## src/rtl/bus_arb_pkg.sv

```systemverilog
package bus_arb_pkg;
  localparam int unsigned ARB_SYNC_DEFAULT = 2;

  typedef enum logic {
    ARB_IDLE = 1'b0,
    ARB_BUSY = 1'b1
  } arb_phase_e;
endpackage

```

## src/rtl/bus_arb_sync.sv

```systemverilog
module bus_arb_sync #(
  parameter int unsigned STAGES = 2
) (
  input  logic clk,
  input  logic rst_n,
  input  logic d,
  output logic q
);
  logic [STAGES-1:0] stage_q;

  always_ff @(posedge clk or negedge rst_n) begin
    if (!rst_n) stage_q[0] <= 1'b0;
    else        stage_q[0] <= d;
  end

  for (genvar i = 1; i < STAGES; i++) begin : g_stage
    always_ff @(posedge clk or negedge rst_n) begin
      if (!rst_n) stage_q[i] <= 1'b0;
      else        stage_q[i] <= stage_q[i-1];
    end

    // each stage takes the value of the stage before it
    p_shift_r8: assert property (@(posedge clk) disable iff (!rst_n)
      stage_q[i] == $past(stage_q[i-1]));
  end

  assign q = stage_q[STAGES-1];
endmodule

```

## src/rtl/bus_arb_pick.sv

```systemverilog
module bus_arb_pick #(
  parameter int unsigned NPEER = 2,
  localparam int unsigned NREQ = NPEER + 1
) (
  input  logic [NREQ-1:0] req,
  output logic [NREQ-1:0] win
);
  logic [NPEER:0] none_below;

  assign none_below[0] = 1'b1;

  for (genvar i = 0; i < NPEER; i++) begin : g_peer
    assign win[i]           = req[i] & none_below[i] & ~req[NPEER];
    assign none_below[i+1]  = none_below[i] & ~req[i];
  end

  assign win[NPEER] = req[NPEER];
endmodule

```

## src/rtl/ext_bus_arbiter.sv

```systemverilog
module ext_bus_arbiter
  import bus_arb_pkg::*;
#(
  parameter int unsigned NPEER       = 2,
  parameter int unsigned SYNC_STAGES = ARB_SYNC_DEFAULT
) (
  input  logic             clk,
  input  logic             rst_n,
  input  logic [NPEER-1:0] peer_req,
  input  logic             host_req,
  input  logic             lock,
  output logic [NPEER-1:0] peer_gnt,
  output logic             host_gnt,
  output logic             host_rdy
);
  localparam int unsigned NREQ     = NPEER + 1;
  localparam int unsigned HOST_BIT = NPEER;

  logic            host_req_s;
  logic [NREQ-1:0] req_all;
  logic [NREQ-1:0] win;
  logic [NREQ-1:0] gnt_q, gnt_d;
  logic            gnt_en;
  logic            rdy_q, rdy_d, rdy_en;
  logic            owner_req, owner_is_peer, preempt, keep;
  arb_phase_e      phase;

  bus_arb_sync #(.STAGES(SYNC_STAGES)) u_sync (
    .clk   (clk),
    .rst_n (rst_n),
    .d     (host_req),
    .q     (host_req_s)
  );

  assign req_all = {host_req_s, peer_req};

  bus_arb_pick #(.NPEER(NPEER)) u_pick (
    .req (req_all),
    .win (win)
  );

  assign phase = (|gnt_q) ? ARB_BUSY : ARB_IDLE;

  always_comb begin
    owner_req     = |(gnt_q & req_all);
    owner_is_peer = |gnt_q[NPEER-1:0];
    preempt       = owner_is_peer & host_req_s;
    keep          = lock | (owner_req & ~preempt);
    gnt_d         = '0;
    unique case (phase)
      ARB_IDLE: gnt_d = win;
      ARB_BUSY: gnt_d = keep ? gnt_q : '0;
      default:  gnt_d = '0;
    endcase
    gnt_en = (gnt_d != gnt_q);
    rdy_d  = gnt_q[HOST_BIT] & gnt_d[HOST_BIT];
    rdy_en = (rdy_d != rdy_q);
  end

  always_ff @(posedge clk or negedge rst_n) begin
    if (!rst_n)      gnt_q <= '0;
    else if (gnt_en) gnt_q <= gnt_d;
  end

  always_ff @(posedge clk or negedge rst_n) begin
    if (!rst_n)      rdy_q <= 1'b0;
    else if (rdy_en) rdy_q <= rdy_d;
  end

  assign peer_gnt = gnt_q[NPEER-1:0];
  assign host_gnt = gnt_q[HOST_BIT];
  assign host_rdy = rdy_q;

  // single owner
  p_one_owner_r2: assert property (@(posedge clk) disable iff (!rst_n)
    $onehot0({host_gnt, peer_gnt}));

  // owner never changes without an empty cycle in between
  p_gap_r3: assert property (@(posedge clk) disable iff (!rst_n)
    (gnt_q != '0 && $past(gnt_q) != '0) |-> gnt_q == $past(gnt_q));

  // lock freezes an owned bus
  p_lock_hold_r4: assert property (@(posedge clk) disable iff (!rst_n)
    (lock && gnt_q != '0) |=> gnt_q == $past(gnt_q));

  // host wins from idle
  p_host_first_r5: assert property (@(posedge clk) disable iff (!rst_n)
    (gnt_q == '0 && host_req_s) |=> host_gnt);

  // lower peer wins a tie from idle
  p_low_peer_r6: assert property (@(posedge clk) disable iff (!rst_n)
    (gnt_q == '0 && !host_req_s && peer_req[0]) |=> peer_gnt[0]);

  // unlocked peer yields to host
  p_preempt_r7: assert property (@(posedge clk) disable iff (!rst_n)
    ((|peer_gnt) && host_req_s && !lock) |=> gnt_q == '0);

  // ready only with grant, and not in the grant's first cycle
  p_rdy_gnt_r9: assert property (@(posedge clk) disable iff (!rst_n)
    host_rdy |-> host_gnt);
  p_rdy_late_r9: assert property (@(posedge clk) disable iff (!rst_n)
    $rose(host_gnt) |-> !host_rdy);
endmodule

```

## config.mk

```make
export PLATFORM = sky130hd
export DESIGN_NAME = ext_bus_arbiter
export DESIGN_NICKNAME = d
export VERILOG_FILES = /design/src/rtl/bus_arb_pkg.sv /design/src/rtl/bus_arb_sync.sv /design/src/rtl/bus_arb_pick.sv /design/src/rtl/ext_bus_arbiter.sv
export SDC_FILE = /design/constraint.sdc
export NUM_CORES = 1
export LEC_CHECK = 0
export CAP_MARGIN = 20
export CORE_AREA = 2 2 39 41
export DETAILED_ROUTE_END_ITERATION = 10
export DIE_AREA = 0 0 41 43
export DONT_BUFFER_PORTS = 1
export HOLD_SLACK_MARGIN = 0.03
export PLACE_DENSITY = 0.32
export SETUP_SLACK_MARGIN = 0.3
export SLEW_MARGIN = 20
export SYNTH_ARGS = -nofsm -noshare
export SYNTH_HDL_FRONTEND = slang
export SYNTH_SLANG_ARGS = --single-unit
```

## constraint.sdc

```tcl
create_clock -name clk -period 1.7 [get_ports clk]
set_input_delay 0.34 -clock clk [delete_from_list [all_inputs] [get_ports clk]]
set_output_delay 0.34 -clock clk [all_outputs]
set_load 0.005 [all_outputs]
```

==> qor_table.md, run 1 <==
| Group | Parameter | Reported |
|---|---|---|
| yosys | Leading post-synthesis cells by instance count | 6 x sky130_fd_sc_hd__dfrtp_1, 2 x sky130_fd_sc_hd__nand2_1, 2 x sky130_fd_sc_hd__nor2_1 |
| critical path | Crit path launch type | register |
| critical path | Maximum fanout encountered on the critical timing path | 2 |
| clock network | CTS buffer count | 3 |
| yosys | Number of cells produced by synthesis | 24 |
| layout | Final Util | 24.59% |
| pwr | Pwr Density | 1459 nW/um^2 |
| layout | Fraction of layout cells with a size suffix above 1 | 23.33% |
| outcome | Outcome | complete, no violations |
| timing | Final Cycle Share | 90.54% |
| yosys | Warning count from the yosys run | 0 |
| timing | Setup slack after layout | 160.9 ps |
| floorplan | Count of pins on the block boundary | 10 |
| yosys | Top cell type by total area after synthesis | sky130_fd_sc_hd__dfrtp_1 |
| timing | Relative slew margins | 77.43% |
| hold path | Hold Path Stages | 0 |
| layout | Final antenna diode count | 0 |
| critical path | Type of the setup path with the least slack | register to register |
| timing | Final number of max-transition violations | 0 |
| place | Detailed placement HPWL | 432.4 um |
| clock network | Master cell of the clock root buffer | sky130_fd_sc_hd__clkbuf_4 |
| pwr | Pwr Total | 496.6 uW |
| route | Post-detailed-routing wire length | 572 um |
| timing | Worst-margin pin slew | 335.5 ps |
| grt | Total routing usage reported by global routing | 8.174% |
| critical path | Kind of end point of the critical path | register |
| timing | Achievable clock frequency | 649.7 MHz |
| yosys | Net count after synthesis | 31 |
| critical path | Slowest cell delay on critical path | 370 ps |
| critical path | Data arrival at the endpoint of the critical path | 1700 ps |
| route | Routed length per instance | 12.43 um |
| route | Ratio of routed vias to standard cells | 4.522 |
| floorplan | Die W | 41 um |
| layout | Layout Area Growth over Synthesis | 26.51% |
| route | DRC violations left | 0 |
| route | Count of TritonRoute iterations in the first routing pass | 4 |
| floorplan | Die area | 1763 um^2 |
| layout | Top library cells by usage in the layout, fill and taps aside | 6 x sky130_fd_sc_hd__dfrtp_1, 3 x sky130_fd_sc_hd__clkbuf_4, 3 x sky130_fd_sc_hd__buf_4 |
| critical path | Combined buffer and inverter count along the critical path | 0 |
| timing | Final hold viol count | 0 |
| yosys | Unique masters post-synth | 17 |
| layout | Commonest non-fill, non-tap cell in the layout | sky130_fd_sc_hd__dfrtp_1 |
| place | Weighted congestion at the end of routability-driven global placement | 0.7236 |
| critical path | Required time of the critical path | 1860 ps |
| grt | Maximum number of pins on one net before global-route repair | 7 |
| timing | Setup tns final | 0 ps |
| layout | Final nets | 39 |
| yosys | Count of state elements after synthesis | 6 |
| yosys | Fraction of the yosys area taken by sequential cells | 55.81% |
| route | Antenna violation net count after detailed routing | 0 |
| clock network | Clk sinks | 6 |
| yosys | FFs w/ async S/R, synth | 100.0% |
| yosys | Cells taking the most area after synthesis | sky130_fd_sc_hd__dfrtp_1 56%, sky130_fd_sc_hd__ha_1 4.7%, sky130_fd_sc_hd__a32o_1 3.7% |
| clock network | CTS tree | done |
| yosys | Total standard cell area after synthesis | 269.0 um^2 |
| timing | Final setup vio count | 0 |
| timing | Layout Skew | 5.907 ps |
| floorplan | Core outline area | 1384 um^2 |
| grt | Remaining Overflow, GRT | 0 |
| timing | RSZ-0062 raised after global routing | true |
| floorplan | Vertical die dimension | 43 um |
| route | Via count of the routed design | 208 |
| critical path | Cell depth of the worst setup path | 6 |
| hold path | Path type of the worst min-delay path | input pin to register |
| floorplan | Initial standard-cell utilization of the core | 19.44% |
| critical path | Master of the slowest instance on the critical path | sky130_fd_sc_hd__dfrtp_1 |
| run | Max-cap viol count | 0 |
| yosys | Count of flip-flops with a built-in enable after synthesis | 0 |
| floorplan | Std cell rows | 14 |
| route | Number of violations reported at the end of detailed-routing iteration 0 | 1 |
| pwr | Peak supply drop | 0.0002809 V |
| yosys | Fraction of synthesized cell area taken by the top area cell type | 55.81% |
| grt | Initial antenna violation count | 0 |
| clock network | Source-to-sink clock delay at the later pin of the worst-skew pair | 250 ps |
| critical path | Family with the most delay on the worst path | compound AO/OA/AOI/OAI gates |
| timing | Clock period minus worst slack | 1539 ps |
| clock network | H-tree lvl count | 1 |
| clock network | Maximum buffer depth of the clock tree | 2 |
| pwr | P_leak | 0.0001609 uW |
| clock network | Clock transition at path regs | 50 ps |
| grt | Vias in the first global route | 204 |
| yosys | Average size of a mapped cell | 11.21 um^2 |
| place | Total of buffers placed on input and output ports | 0 |
| critical path | Depth of the worst register-to-register path | 6 |
| yosys | Most used flip-flop cell after synthesis | sky130_fd_sc_hd__dfrtp_1 |
| place | Worst-case setup slack after placement | 159.1 ps |
| grt | Global-route wire length before repair | 848 um |
| yosys | Dominant cell by count in the synthesized netlist | sky130_fd_sc_hd__dfrtp_1 |
| critical path | Cell-by-cell listing of the critical path | a21o_1 -> o211ai_1 -> nand2_1 -> ha_1 -> mux2i_1 -> o31ai_1 |
[power by group]
part | leakage [uW] | internal (uW) | switching (uW)
Combinational | 0.0000724 | 80.2 | 67.7
Clock | 0.0000138 | 80.1 | 55.0
Sequential | 0.0000747 | 180 | 33.3
[per-layer routing]
layer	wire length [um]	vias up	track usage [%]
met4	16	0	10.00
met3	35	2	3.665
li1	-	100	-
met5	0	-	0
met2	281	6	10.00
met1	238	100	8.824
[cell type report]
class | instances | area (um^2)
inverter | 1 | 3.754
fill | 145 | 1044
timing repair buffer | 4 | 32.53
clock buffer | 3 | 22.52
sequential | 6 | 150.1
multi-input combinational | 16 | 111.4
tap | 16 | 20.02
[stage by stage]
stage / hold slack [ps] / cells / area (um^2)
after floorplan: 44.41 / 24 / 269.0
after global placement: 44.59 / 41 / 300.3
after detailed placement: 44.60 / 41 / 300.3
after CTS: 112.3 / 46 / 340.3
after global routing: 105.4 / 46 / 340.3
final: 123.0 / 46 / 340.3
[registers in the layout, summed over array words and instances, names as in the netlist]
register,flops
host_rdy,1
u_sync.q,1
u_sync.stage_q,1
gnt_q,3
[cells by family (layout without fill, tap and decap cells)]
group | count (synthesis) | after routing | share of synthesized area, %
AND/OR/NAND/NOR | 8 | 8 | 15.82
adder cells (fa/ha/maj) | 1 | 1 | 4.650
flip-flops | 6 | 6 | 55.81
buffers and inverters | 2 | 8 | 2.788
multiplexers | 1 | 1 | 3.721
AO/OA/AOI/OAI | 6 | 6 | 17.22
[worst reg2reg max path, cell delays in order (launching register included)]
cell and delay (ps):
sky130_fd_sc_hd__dfrtp_1 370, sky130_fd_sc_hd__a21o_1 170, sky130_fd_sc_hd__o211ai_1 200, sky130_fd_sc_hd__nand2_1 100
sky130_fd_sc_hd__ha_1 280, sky130_fd_sc_hd__mux2i_1 130, sky130_fd_sc_hd__o31ai_1 190
[path summary, 6_finish.rpt]
kind / from / to / slack (ps)
setup / recovery: gnt_q[0] / gnt_q[2] / 160
hold / removal: host_req / u_sync.stage_q[0] / 120
setup reg to reg: gnt_q[0] / gnt_q[2] / 160
hold reg to reg: u_sync.stage_q[0] / u_sync.q / 340
max in group asynchronous: rst_n / host_rdy / 1060
min in group asynchronous: rst_n / gnt_q[0] / 410
[what timing repair did]
action | 4_1_cts | 5_1_grt
hold buffers | 1 | 0
pin swaps | 1 | 0
resized for setup | 0 | 0
endpoints found under the hold margin | 6 | 0
cloned | 0 | 0
setup endpoints to repair | 1 | 1
setup buffers | 1 | 0
No activity file was read; power rests on OpenSTA's default activity.
==> run 2: changes to the inputs <==
MAX_ROUTING_LAYER = met4   (was not set)
RECOVER_POWER = 100   (was not set)
==> run 2 against run 1 <==
Sequential power is essentially flat. Critical path type unchanged. Global-route usage grew 0.20 points. First-iteration DRC count is the same. Largest cell class unchanged.
==> qor_table.md, run 2 (synthesized netlist as in run 1, its figures left out) <==
| Group | Parameter | Reported | Change |
|---|---|---|---|
| timing | Relative slew margins | 77.43% | unchanged |
| route | DRC violations left | 0 | unchanged |
| pwr | Switching power summed over all nets | 156.9 uW | +0.56% |
| layout | Register with the highest flop count | gnt_q |  |
| outcome | Outcome | complete, no violations |  |
| place | Total of buffers placed on input and output ports | 0 | unchanged |
| layout | Commonest non-fill, non-tap cell in the layout | sky130_fd_sc_hd__dfrtp_1 |  |
| layout | Top library cells by usage in the layout, fill and taps aside | 6 x sky130_fd_sc_hd__dfrtp_1, 3 x sky130_fd_sc_hd__clkbuf_4, 2 x sky130_fd_sc_hd__nor2_1, 2 x sky130_fd_sc_hd__nand2_1, 2 x sky130_fd_sc_hd__clkbuf_1 |  |
| hold path | Path type of the worst min-delay path | input pin to register |  |
| timing | Final setup vio count | 0 | unchanged |
| pwr | Sw Share | 32.17% | +0.76 points |
| grt | Remaining Overflow, GRT | 0 | unchanged |
| clock network | Master cell of the clock root buffer | sky130_fd_sc_hd__clkbuf_4 |  |
| timing | Layout Skew | 7.101 ps | +1.194 ps |
| timing | Final Cycle Share | 90.49% | about the same |
| timing | Achievable clock frequency | 650.1 MHz | about the same |
| timing | Setup tns final | 0 ps | unchanged |
| layout | Final nets | 39 | unchanged |
| layout | Max FFs per register | 3 | unchanged |
| floorplan | Initial standard-cell utilization of the core | 19.44% | unchanged |
| timing | Final hold viol count | 0 | unchanged |
| clock network | Maximum buffer depth of the clock tree | 2 | unchanged |
| clock network | CTS buffer count | 3 | unchanged |
| critical path | Crit path launch type | register |  |
| pwr | Internal portion of total power | 330.8 uW | -2.9% |
| floorplan | Vertical die dimension | 43 um | unchanged |
| floorplan | Std cell rows | 14 | unchanged |
| grt | Initial antenna violation count | 0 | unchanged |
| route | Post-detailed-routing wire length | 576 um | +0.70% |
| layout | Filler cell count | 148 | +2.1% |
| critical path | Type of the setup path with the least slack | register to register |  |
| critical path | Required time of the critical path | 1860 ps | about the same |
| pwr | P_leak | 0.0001527 uW | -5.1% |
| pwr | Pwr Total | 487.7 uW | -1.8% |
| pwr | Relative contribution of combinational cells to total power | 28.3% | -1.5 points |
| layout | Multi-input combinational cell area | 111.4 um^2 | unchanged |
| timing | Setup slack after layout | 161.8 ps | +0.8730 ps |
| route | Count of TritonRoute iterations in the first routing pass | 4 | unchanged |
| pwr | Share of total power in sequential cells | 43.7% | +0.7 points |
| grt | Total routing usage reported by global routing | 8.376% | +0.20 points |
| grt | Vias in the first global route | 204 | unchanged |
| clock network | Post-cts resize count | 0 | unchanged |
| floorplan | Die area | 1763 um^2 | unchanged |
| layout | Reg area | 150.1 um^2 | unchanged |
| place | Worst-case setup slack after placement | 159.1 ps | unchanged |
| route | Routed length per instance | 12.52 um | +0.70% |
| layout | Fraction of layout cells with a size suffix above 1 | 16.67% | -6.7 points |
| critical path | Maximum fanout encountered on the critical timing path | 2 | unchanged |
| pwr | Peak supply drop | 0.0002584 V | -8.0% |
| timing | Worst-margin pin slew | 335.5 ps | -0.0004768 ps |
| timing | Clock period minus worst slack | 1538 ps | -0.8730 ps |
| timing | Final number of max-transition violations | 0 | unchanged |
| route | Ratio of routed vias to standard cells | 4.522 | unchanged |
| floorplan | Core outline area | 1384 um^2 | unchanged |
| clock network | Clock transition at path regs | 50 ps | about the same |
| clock network | Source-to-sink clock delay at the later pin of the worst-skew pair | 250 ps | about the same |
| layout | Layout Area Growth over Synthesis | 23.72% |  |
| run | Max-cap viol count | 0 | unchanged |
| route | Via count of the routed design | 208 | unchanged |
| clock network | CTS tree | done |  |
| pwr | Clock share of power | 27.9% | +0.7 points |
| route | Number of violations reported at the end of detailed-routing iteration 0 | 1 | unchanged |
| layout | Final antenna diode count | 0 | unchanged |
| critical path | Internal reg-to-reg setup slack | 160 ps | about the same |
| timing | RSZ-0062 raised after global routing | true |  |
| place | Weighted congestion at the end of routability-driven global placement | 0.7322 | +1.2% |
| pwr | Pwr Density | 1465 nW/um^2 | +0.41% |
| clock network | H-tree lvl count | 1 | unchanged |
| route | Antenna violation net count after detailed routing | 0 | unchanged |
| floorplan | Count of pins on the block boundary | 10 | unchanged |
| grt | Global-route wire length before repair | 848 um | unchanged |
| clock network | Clk sinks | 6 | unchanged |
| critical path | Kind of end point of the critical path | register |  |
| place | Detailed placement HPWL | 432.4 um | unchanged |
| floorplan | Die W | 41 um | unchanged |
| critical path | Data arrival at the endpoint of the critical path | 1700 ps | about the same |
| grt | Maximum number of pins on one net before global-route repair | 7 | unchanged |
[run 2: changes by cell type in the layout (fill, tap and decap cells not counted), sizes merged]
cell | previous run | this run
buf | 3 | 1
clkbuf | 3 | 5
[run 2: cell type report]
| type | instances | share of cell area, % |
|---|---|---|
| flip-flops and latches | 6 | 45.11 |
| multi-input cells | 16 | 33.46 |
| repair buffers | 4 | 7.519 |
| clock buffers | 3 | 6.767 |
| well taps | 16 | 6.015 |
| inverters | 1 | 1.128 |
[run 2: final timing paths]
kind                                         from  cells past startpoint                 to
worst max-delay path                     gnt_q[0]                      6           gnt_q[2]
worst min-delay path                     host_req                      0  u_sync.stage_q[0]
worst max register to register           gnt_q[0]                      6           gnt_q[2]
worst min register to register  u_sync.stage_q[0]                      0           u_sync.q
max in group asynchronous                   rst_n                      1           host_rdy
min in group asynchronous                   rst_n                      1           gnt_q[0]
[run 2: timing repair]
| item | in CTS | in global routing |
|---|---|---|
| setup buffers | 1 | 0 |
| hold endpoints to repair | 6 | 0 |
| pin swaps | 1 | 0 |
| hold buffers | 1 | 0 |
| setup endpoints to repair | 1 | 1 |
[run 2: per-layer routing]
| layer | up-vias | global-route usage (%) | routed length [um] |
|---|---|---|---|
| met5 | - | - | 0 |
| li1 | 100 | - | - |
| met4 | 0 | 10.00 | 16 |
| met3 | 2 | 3.141 | 28 |
| met2 | 6 | 10.00 | 290 |
| met1 | 100 | 9.150 | 240 |
[run 2: worst max-delay path, cell delays in order (launching register included)]
cell and delay, ps:
sky130_fd_sc_hd__dfrtp_1 370, sky130_fd_sc_hd__a21o_1 170, sky130_fd_sc_hd__o211ai_1 200, sky130_fd_sc_hd__nand2_1 100, sky130_fd_sc_hd__ha_1 280, sky130_fd_sc_hd__mux2i_1 130
sky130_fd_sc_hd__o31ai_1 190
[run 2: through the flow]
step | cell area, um^2 | hold slack [ps] | utilization, % | cells
final | 332.8 | 123.0 | 24.05 | 46
after global routing | 332.8 | 105.4 | 24.05 | 46
after detailed placement | 300.3 | 44.60 | 21.70 | 41
after CTS | 340.3 | 112.3 | 24.59 | 46
after floorplan | 269.0 | 44.41 | - | 24
after global placement | 300.3 | 44.59 | 21.70 | 41
[run 2: power groups by stage]
| stage | Sequential, uW | Clock [uW] | Combinational, uW |
|---|---|---|---|
| after global routing | 219 | 153 | 157 |
| after global placement | 216 | 0 | 134 |
| after CTS | 214 | 143 | 150 |
| final | 213 | 136 | 138 |
| after floorplan | 219 | 0 | 94.4 |
| after detailed placement | 217 | 0 | 136 |
